<file path="src/rtl/chq_pkg.sv">
package chq_pkg;
  localparam int CHAIN_W = 4;
  localparam int LAT_W   = 3;
  localparam int TAG_W   = 8;
  localparam int AGE_W   = 6;

  typedef struct packed {
    logic [TAG_W-1:0]   tag;
    logic [CHAIN_W-1:0] chain;
    logic [LAT_W-1:0]   lat;
    logic [AGE_W-1:0]   age;
  } chq_entry_t;
endpackage

</file>
<file path="src/rtl/chq_fifo.sv">
module chq_fifo #(
  parameter int DEPTH = 8,
  parameter int W     = 8,
  localparam int PW   = $clog2(DEPTH),
  localparam int CW   = $clog2(DEPTH + 1)
) (
  input  logic          clk,
  input  logic          rst,
  input  logic          clr,
  input  logic          push,
  input  logic [W-1:0]  din,
  input  logic          pop,
  output logic [W-1:0]  dout,
  output logic          empty,
  output logic          full,
  output logic [CW-1:0] count
);
  // DEPTH must be a power of two so the pointers wrap naturally.
  logic [W-1:0]  mem [DEPTH];
  logic [PW-1:0] wr_p;
  logic [PW-1:0] rd_p;

  always_ff @(posedge clk) begin
    if (push) mem[wr_p] <= din;
  end

  always_ff @(posedge clk) begin
    if (rst || clr) begin
      wr_p  <= '0;
      rd_p  <= '0;
      count <= '0;
    end else begin
      if (push) wr_p <= wr_p + PW'(1);
      if (pop)  rd_p <= rd_p + PW'(1);
      count <= count + CW'(push) - CW'(pop);
    end
  end

  assign dout  = mem[rd_p];
  assign empty = (count == '0);
  assign full  = (count == CW'(DEPTH));

  a_r4_no_overflow: assert property (@(posedge clk) disable iff (rst)
    push |-> !full);
  a_r5_no_underflow: assert property (@(posedge clk) disable iff (rst)
    pop |-> !empty);
endmodule

</file>
<file path="src/rtl/chq_steer.sv">
module chq_steer #(
  parameter int NQ  = 4,
  parameter int CW  = 4,
  localparam int QW = $clog2(NQ)
) (
  input  logic [NQ-1:0][CW-1:0] occ,
  output logic [QW-1:0]         qsel
);
  // Fewest occupied entries wins; strict compare keeps the lowest index on ties.
  always_comb begin
    qsel = '0;
    for (int q = 1; q < NQ; q++) begin
      if (occ[q] < occ[qsel]) qsel = QW'(q);
    end
  end
endmodule

</file>
<file path="src/rtl/chq_select.sv">
module chq_select #(
  parameter int NQ    = 4,
  parameter int LAT_W = 3,
  parameter int AGE_W = 6,
  localparam int QW   = $clog2(NQ)
) (
  input  logic [NQ-1:0]            hvalid,
  input  logic [NQ-1:0][LAT_W-1:0] hwait,
  input  logic [NQ-1:0][AGE_W-1:0] hage,
  output logic                     fire,
  output logic [QW-1:0]            qsel
);
  function automatic logic older(input logic [AGE_W-1:0] a, input logic [AGE_W-1:0] b);
    logic [AGE_W-1:0] d;
    d = a - b;
    return d[AGE_W-1];
  endfunction

  logic          nxt_hit;
  logic          rdy_hit;
  logic [QW-1:0] nxt_q;
  logic [QW-1:0] rdy_q;

  always_comb begin
    nxt_hit = 1'b0;
    rdy_hit = 1'b0;
    nxt_q   = '0;
    rdy_q   = '0;
    for (int q = 0; q < NQ; q++) begin
      if (hvalid[q] && hwait[q] == LAT_W'(1)) begin
        if (!nxt_hit || older(hage[q], hage[nxt_q])) nxt_q = QW'(q);
        nxt_hit = 1'b1;
      end
      if (hvalid[q] && hwait[q] == '0) begin
        if (!rdy_hit || older(hage[q], hage[rdy_q])) rdy_q = QW'(q);
        rdy_hit = 1'b1;
      end
    end
    fire = nxt_hit || rdy_hit;
    qsel = nxt_hit ? nxt_q : rdy_q;
  end
endmodule

</file>
<file path="src/rtl/chainq_issue.sv">
module chainq_issue
  import chq_pkg::*;
#(
  parameter int NQ    = 4,
  parameter int DEPTH = 8,
  localparam int QW   = $clog2(NQ)
) (
  input  logic               clk,
  input  logic               rst,
  input  logic               flush,
  input  logic               disp_valid,
  input  logic [CHAIN_W-1:0] disp_chain,
  input  logic [LAT_W-1:0]   disp_lat,
  input  logic [TAG_W-1:0]   disp_tag,
  output logic               disp_stall,
  output logic               iss_valid,
  output logic [TAG_W-1:0]   iss_tag,
  output logic [CHAIN_W-1:0] iss_chain,
  output logic [QW-1:0]      iss_qid
);
  localparam int NCH  = 1 << CHAIN_W;
  localparam int CNTW = $clog2(DEPTH + 1);
  localparam int EW   = $bits(chq_entry_t);

  // Per-chain state: home queue, pending count, issue countdown.
  logic [QW-1:0]    ch_home [NCH];
  logic [CNTW-1:0]  ch_cnt  [NCH];
  logic [LAT_W-1:0] ch_wait [NCH];
  logic [AGE_W-1:0] seq_q;

  logic [NQ-1:0]            q_push, q_pop, q_empty, q_full;
  logic [NQ-1:0][EW-1:0]    q_dout;
  logic [NQ-1:0][CNTW-1:0]  q_occ;
  logic [NQ-1:0][LAT_W-1:0] h_wait;
  logic [NQ-1:0][AGE_W-1:0] h_age;
  logic [NQ-1:0]            h_next;
  chq_entry_t               head_e [NQ];
  chq_entry_t               new_e;
  chq_entry_t               sel_e;

  logic          new_chain, accept, sel_fire, do_issue;
  logic [QW-1:0] steer_q, tgt_q, sel_q;

  // Dispatch side
  assign new_chain  = (ch_cnt[disp_chain] == '0);
  assign tgt_q      = new_chain ? steer_q : ch_home[disp_chain];
  assign disp_stall = disp_valid && q_full[tgt_q];
  assign accept     = disp_valid && !disp_stall && !flush;
  assign new_e      = '{tag: disp_tag, chain: disp_chain, lat: disp_lat, age: seq_q};

  chq_steer #(.NQ(NQ), .CW(CNTW)) u_steer (.occ(q_occ), .qsel(steer_q));

  for (genvar g = 0; g < NQ; g++) begin : g_q
    assign q_push[g] = accept && (tgt_q == QW'(g));
    assign q_pop[g]  = do_issue && (sel_q == QW'(g));
    assign head_e[g] = chq_entry_t'(q_dout[g]);
    assign h_wait[g] = ch_wait[head_e[g].chain];
    assign h_age[g]  = head_e[g].age;
    assign h_next[g] = !q_empty[g] && (h_wait[g] == LAT_W'(1));

    chq_fifo #(.DEPTH(DEPTH), .W(EW)) u_fifo (
      .clk(clk), .rst(rst), .clr(flush),
      .push(q_push[g]), .din(new_e),
      .pop(q_pop[g]), .dout(q_dout[g]),
      .empty(q_empty[g]), .full(q_full[g]), .count(q_occ[g])
    );
  end

  // Select side
  chq_select #(.NQ(NQ), .LAT_W(LAT_W), .AGE_W(AGE_W)) u_sel (
    .hvalid(~q_empty), .hwait(h_wait), .hage(h_age),
    .fire(sel_fire), .qsel(sel_q)
  );

  assign do_issue = sel_fire && !flush;
  assign sel_e    = head_e[sel_q];

  always_ff @(posedge clk) begin
    if (rst || flush) begin
      for (int c = 0; c < NCH; c++) begin
        ch_cnt[c]  <= '0;
        ch_wait[c] <= '0;
        ch_home[c] <= '0;
      end
    end else begin
      for (int c = 0; c < NCH; c++) begin
        ch_cnt[c] <= ch_cnt[c]
                   + CNTW'(accept && disp_chain == CHAIN_W'(c))
                   - CNTW'(do_issue && sel_e.chain == CHAIN_W'(c));
        if (accept && new_chain && disp_chain == CHAIN_W'(c)) ch_home[c] <= tgt_q;
        if (do_issue && sel_e.chain == CHAIN_W'(c)) ch_wait[c] <= sel_e.lat;
        else if (ch_wait[c] != '0)                  ch_wait[c] <= ch_wait[c] - LAT_W'(1);
      end
    end
  end

  always_ff @(posedge clk) begin
    if (rst) seq_q <= '0;
    else if (accept) seq_q <= seq_q + AGE_W'(1);
  end

  always_ff @(posedge clk) begin
    if (rst || flush) begin
      iss_valid <= 1'b0;
      iss_tag   <= '0;
      iss_chain <= '0;
      iss_qid   <= '0;
    end else begin
      iss_valid <= do_issue;
      iss_tag   <= sel_e.tag;
      iss_chain <= sel_e.chain;
      iss_qid   <= sel_q;
    end
  end

  a_r1_reset_idle: assert property (@(posedge clk) disable iff (rst)
    $fell(rst) |-> (!iss_valid && q_occ == '0));
  a_r6_wait_ready: assert property (@(posedge clk) disable iff (rst)
    sel_fire |-> (h_wait[sel_q] <= LAT_W'(1)));
  a_r7_next_first: assert property (@(posedge clk) disable iff (rst)
    (sel_fire && h_next != '0) |-> (h_wait[sel_q] == LAT_W'(1)));
  a_r9_flush_clears: assert property (@(posedge clk) disable iff (rst)
    flush |=> (!iss_valid && q_occ == '0));
endmodule

</file>
<file path="config.mk">
export PLATFORM = sky130hd
export DESIGN_NAME = chainq_issue
export DESIGN_NICKNAME = d
export VERILOG_FILES = /design/src/rtl/chq_pkg.sv /design/src/rtl/chq_fifo.sv /design/src/rtl/chq_steer.sv /design/src/rtl/chq_select.sv /design/src/rtl/chainq_issue.sv
export SDC_FILE = /design/constraint.sdc
export NUM_CORES = 1
export LEC_CHECK = 0
export CAP_MARGIN = 20
export CORE_MARGIN = 10
export CORE_UTILIZATION = 40
export DETAILED_ROUTE_END_ITERATION = 6
export DONT_BUFFER_PORTS = 1
export SYNTH_ARGS = -nofsm -noshare
export SYNTH_HDL_FRONTEND = slang
export SYNTH_SLANG_ARGS = --single-unit
</file>
<file path="constraint.sdc">
create_clock -name clk -period 12.4 [get_ports clk]
set_clock_uncertainty 0.05 [all_clocks]
set_input_delay 1.24 -clock clk [delete_from_list [all_inputs] [get_ports clk]]
set_output_delay 1.24 -clock clk [all_outputs]
set_load 0.01 [all_outputs]
</file>
Word-level counts from Yosys, hierarchy flattened
Memories as Yosys holds them, arrays and structs flattened. A register that Yosys moved wholly into a read port is not among the register bits. Index checks and enable logic that the tools add are counted.

Bits in registers: 61. Bits in writable memories: 816. Input port bits: 19. Output and inout bits: 16. Memories kept: 7. Logic and storage cells: 614.

Reduce and logical (&&, ||, !) cells: 114. Magnitude comparators: 11. Eq/ne operators: 44. Muxes and demuxes: 285. Add/sub/neg operators: 70. Bitwise gates (word level): 66.

Memories: g_q[0].u_fifo.mem (depth 8, width 21, rd ports 1, clocked after memory_dff 1, write ports 1, RTL line chq_fifo.sv:19) `logic [W-1:0] mem [DEPTH];`; g_q[1].u_fifo.mem (depth 8, width 21, rd ports 1, clocked after memory_dff 1, write ports 1, RTL line chq_fifo.sv:19); g_q[2].u_fifo.mem (depth 8, width 21, rd ports 1, clocked after memory_dff 1, write ports 1, RTL line chq_fifo.sv:19); g_q[3].u_fifo.mem (depth 8, width 21, rd ports 1, clocked after memory_dff 1, write ports 1, RTL line chq_fifo.sv:19); ch_cnt (depth 16, width 4, rd ports 17, clocked after memory_dff 0, write ports 16, RTL line chainq_issue.sv:27) `logic [CNTW-1:0] ch_cnt [NCH];`; ch_wait (depth 16, width 3, rd ports 20, clocked after memory_dff 0, write ports 16, RTL line chainq_issue.sv:28) `logic [LAT_W-1:0] ch_wait [NCH];`; +1 memories.

Operators by type and width (count): $mux 1 (183); $mux 3 (40); $add 4x1->4 (20); $eq 4x4->1 const B (20); $sub 4x1->4 (20); $mux 4 (18); $logic_and 1x1->1 (69); $or 1x1->1 (64); $mux 2 (30); $bmux 6 s2 (4); $reduce_bool 3->1 (16); $sub 3x1->3 const B (16); $bmux 21 s2 (1); $mux 21 (2); $eq 4x3->1 const B (8); $sub 6x6->6 (5); $logic_not 4->1 (7); $add 3x1->3 const B (8); $mux 6 (4); $lt 2x3->1 const B (6); $bmux 4 s2 (2); $eq 4x2->1 const B (4); $eq 3x1->1 const B (4); $logic_not 3->1 (4); 13 further kinds (35).

Longest topological paths before layout
Depth after elaboration: 32. Depth in mapped cells: 50. Mapped depth without buffers: 44.

Cells and area by module
Synthesis repeated with hierarchy kept, for this count alone.

Cell total of the unflattened synthesis: 2613. Area, all modules: 41662.5 µm².

By module, submodules not included: chq_fifo at g_q[0].u_fifo ... (cells each 315, sequential area each 5305.1 µm², area an instance 7094.3 µm², instances 2); chq_fifo at g_q[2].u_fifo ... (cells each 315, sequential area each 5305.1 µm², area an instance 7073.0 µm², instances 2); chainq_issue (cells each 1123, sequential area each 4103.9 µm², area an instance 11602.4 µm², instances 1); chq_select (cells each 181, sequential area each 0.0 µm², area an instance 1301.2 µm², instances 1); chq_steer (cells each 49, sequential area each 0.0 µm², area an instance 424.2 µm², instances 1).

Least setup slack after synthesis
No wires, ideal clock.

Path kind: register to register. Start point: register with a tool-made name. End point: memory ch_cnt[1][2] (netlist bit). Setup time: 128 ps. Clock period less this slack: 10079 ps. Path buffers: 4. Required time: 12222 ps. Arrival time: 9902 ps. Stages on the path, launching flop included: 47. Slack: 2321 ps. Cells stage by stage: dfxtp_1 -> buf_4 -> buf_1 -> buf_1 -> mux4_2 -> mux2_2 -> ha_1 -> a21o_1 -> a211o_1 -> a21oi_1 -> xor2_1 -> o211ai_2 -> nand2_1 -> o21ai_0 -> ha_1 -> a21o_1 -> a21o_1 -> a21oi_1 -> [11 not listed] -> o21bai_1 -> or2_2 -> mux2i_1 -> o21ai_1 -> a32oi_2 -> buf_4 -> mux2i_1 -> mux2i_4 -> nor3_2 -> nand3_1 -> inv_1 -> ha_1 -> inv_1 -> ha_1 -> inv_1 -> fa_1 -> xor2_1 -> nor2_1.

RTL lines (RTL line): end: declaration (chainq_issue.sv:27).

==> qor.csv <==
stage,metric,value,unit
status,status,"complete, no violations",
grt,first-pass GRT wire length,149000,um
yosys,synth top area cells,"edfxtp_1 55%, mux4_2 9.9%, dfxtp_1 6.7%",
yosys,Yosys reg bits,889,
yosys,ys async rst share,0,
clock_tree,hold-fix buffers at CTS,0,
sta,endpoints failing hold,0,
final_layout,Antenna Cells,0,
sta,slew margin rel.,0.217,
clock_tree,clock slew at reported path FFs,60,ps
setup_path,crit path launch type,register,
placed_design,GPL Wtd Cong,0.879,
detailed_routing,vias per cell,5.50,
setup_path,R2R depth,40,
floorplanning,CORE AREA,102000,um2
sta,RSZ-0062 raised after global routing,no,
setup_path,crit path max fanout,17,
placed_design,Post-Place Cells,4063,
job,max capacitance violation total,0,
final_layout,Syn-to-layout area delta,12.3,%
sta,Max Clk Rate,89.6,MHz
clock_tree,CTS buffer count,89,
setup_path,RR Endpoint,ch_cnt[9][3],
grt,total grt overflow,0,
clock_tree,Worst-Skew Late Latency,670,ps
pwr,pwr/cell area,243,nW/um2
placed_design,PortBufs,0,
final_layout,final instance count without filler cells,4229,
setup_path,Crit path top cell by count,ha_1,
detailed_routing,Final ANT Viol Nets,0,
yosys,post-synth top area cell,edfxtp_1,
detailed_routing,Post-route DRC,0,
floorplanning,Cell Rows,117,
setup_path,Crit Path Category,register to register,
clock_tree,clock root cell,clkbuf_16,
floorplanning,Die Span Y,340,um
setup_path,Critical Path End Type,register,
sta,hold_ws,450,ps
pwr,combinational share of power,0.409,
floorplanning,Initial Util,0.402,
pwr,register share of total power,0.344,
placed_design,DP Wirelength,63300,um
sta,final setup fails,0,
clock_tree,htree depth,3,
setup_path,CP Buf/Inv Count,1,
clock_tree,TritonCTS clock tree,built,
yosys,number of different library cells in the post-synthesis netlist,82,
setup_path,max incr delay on CP,810,ps
setup_path,Worst EP arrival,11590,ps
detailed_routing,DR iter-0 viols,1695,
sta,Pins Over Slew Limit,0,
setup_path,Worst R2R Setup Slack,1240,ps
setup_path,CP endpoint,ch_cnt[9][3],
worst_hold_path,Hold Path Class,register to register,
pwr,Clock Power Share,0.247,
detailed_routing,routed wire length,97400,um
grt,Total GRT Usage,0.167,
yosys,Main synth FF type,edfxtp_1,
sta,"Min Clock Period, post-route",11160,ps
clock_tree,cts repair resizes,0,
yosys,synth cell count leaders,"752 x edfxtp_1, 192 x inv_1, 180 x mux4_2",
yosys,Synth top area share,0.552,
sta,Least-Margin Pin Slew,1170,ps
setup_path,"delay-heaviest family, CP",compound AO/OA/AOI/OAI gates,
final_layout,fin area,45900,um2
sta,Setup TNS,0,ps
clock_tree,Post CTS Setup Buffer Count,0,
grt,largest net degree at the start of global routing,93,
sta,period utilisation layout,0.900,
floorplanning,boundary pin count,35,
setup_path,worst path required time,12830,ps
setup_path,Crit-path slowest cell,nor3b_2,
final_layout,Filler Cells Inserted,8837,
yosys,synth warn,0,
pwr,VDD IR max,0.217,mV
detailed_routing,Initial DRT Pass Iterations,6,
clock_tree,clock buffer depth,3,
grt,initial antenna violation count,1,
yosys,Synthesized Nets,2947,
floorplanning,Chip Width,340,um
yosys,Post-synth EDFFs,752,
yosys,"Seq/Total Area, Yosys",0.619,
final_layout,fraction of layout cells with a size suffix above 1,0.183,
grt,vias in the first global route,24300,
yosys,"Cell Area, Synth",40900,um2
placed_design,DP Area,42800,um2
yosys,post-synthesis cell count,2749,
final_layout,final net count,2987,
clock_tree,clk sinks,889,
detailed_routing,Avg WL per Cell,23.0,um
pwr,internal power,6.95,mW
pwr,switch share,0.376,
yosys,most frequent cell after synthesis,edfxtp_1,
detailed_routing,DR vias,23300,
pwr,Leakage,15.5,nW
floorplanning,die area,115000,um2
yosys,Post-Syn Area per Cell,14.9,um2
pwr,NetSw,4.19,mW
setup_path,Worst path depth,40,
==> state kept, by name, summed over array words and instances, names as in the netlist, named ones only <==
| register | flops |
|---|---|
| ch_cnt | 64 |
| iss_chain | 4 |
| iss_valid | 1 |
| seq_q | 6 |
| g_q.u_fifo.mem | 672 |
| g_q.u_fifo.count | 16 |
| ch_home | 32 |
| iss_qid | 2 |
| g_q.u_fifo.wr_p | 12 |
| ch_wait | 48 |
| g_q.u_fifo.rd_p | 12 |
| iss_tag | 8 |
==> stage by stage <==
stage | util | total power [mW] | worst slack [ps]
final | 0.452 | 11.1 | 1240
after detailed placement | 0.421 | 8.39 | 1350
after global routing | 0.452 | 11.7 | 250
after floorplan | - | 6.99 | 2320
after CTS | 0.451 | 11.2 | 1300
after global placement | 0.421 | 8.25 | 1650
==> metal layers <==
layer	share of wire	up-vias	track usage
li1	-	10500	-
met1	0.43	12000	0.217
met2	0.50	599	0.287
met3	0.046	149	0.0226
met4	0.028	0	0.0497
met5	0	-	0
==> placed cells by master (no fill, tap or decap), types with 48 or more instances in the layout <==
master | netlist | routed
clkbuf_16 | 0 | 100
mux4_2 | 180 | 180
nor2_1 | 179 | 169
o21ai_0 | 50 | 50
mux2i_1 | 139 | 138
dfxtp_1 | 137 | 128
inv_1 | 192 | 192
mux2_2 | 48 | 48
ha_1 | 159 | 159
nand2_1 | 89 | 89
a21oi_1 | 93 | 93
edfxtp_1 | 752 | 752
nor3_1 | 85 | 77
buf_4 | 8 | 68
==> area by class of cell <==
type                            instances  area, um2  area share
Inverter                              194        728      0.0159
Clock inverter                         42        447     0.00973
Clock buffer                          121       2620      0.0569
Tap cell                             1368       1710      0.0373
Sequential cell                       889      25300       0.552
Timing Repair Buffer                   72        601      0.0131
Multi-Input combinational cell       1543      14500       0.315
==> worst reg2reg max path, delay by kind of cell, from the launching register on <==
kind                     cells  cell delay [ps]
AO/OA/AOI/OAI               18             4340
AND/OR/NAND/NOR             11             3250
multiplexers                 4             1180
adder cells (fa/ha/maj)      4             1060
flip-flops                   1              670
XOR/XNOR                     2              380
buffers and inverters        1               70
==> power groups by stage <==
stage	Sequential (mW)	Clock (mW)	Combinational, mW
global route	3.86	2.93	4.93
detailed placement	3.89	0	4.50
CTS	3.83	2.81	4.52
floorplan	3.80	0	3.19
global placement	3.87	0	4.37
finish	3.83	2.75	4.55
==> worst min path at each step <==
stage | start | cells after the start | slack [ps] | to
floorplan | g_q[0].u_fifo.wr_p[0] | 2 | 410 | g_q[0].u_fifo.wr_p[0]
global placement | g_q[3].u_fifo.wr_p[0] | 2 | 420 | g_q[3].u_fifo.wr_p[0]
detailed placement | g_q[0].u_fifo.wr_p[0] | 2 | 440 | g_q[0].u_fifo.wr_p[0]
CTS | g_q[0].u_fifo.wr_p[0] | 2 | 450 | g_q[0].u_fifo.wr_p[0]
global route | g_q[3].u_fifo.wr_p[0] | 2 | 490 | g_q[3].u_fifo.wr_p[0]
finish | g_q[0].u_fifo.wr_p[0] | 2 | 450 | g_q[0].u_fifo.wr_p[0]
==> logic make-up after synthesis <==
group	after synthesis	share of synthesized area
AO/OA/AOI/OAI	320	0.0517
XOR/XNOR	75	0.0161
adder cells (fa/ha/maj)	179	0.0584
buffers and inverters	317	0.0308
flip-flops	889	0.619
multiplexers	381	0.151
AND/OR/NAND/NOR	588	0.0728
No activity file was read; power rests on OpenSTA's default activity.
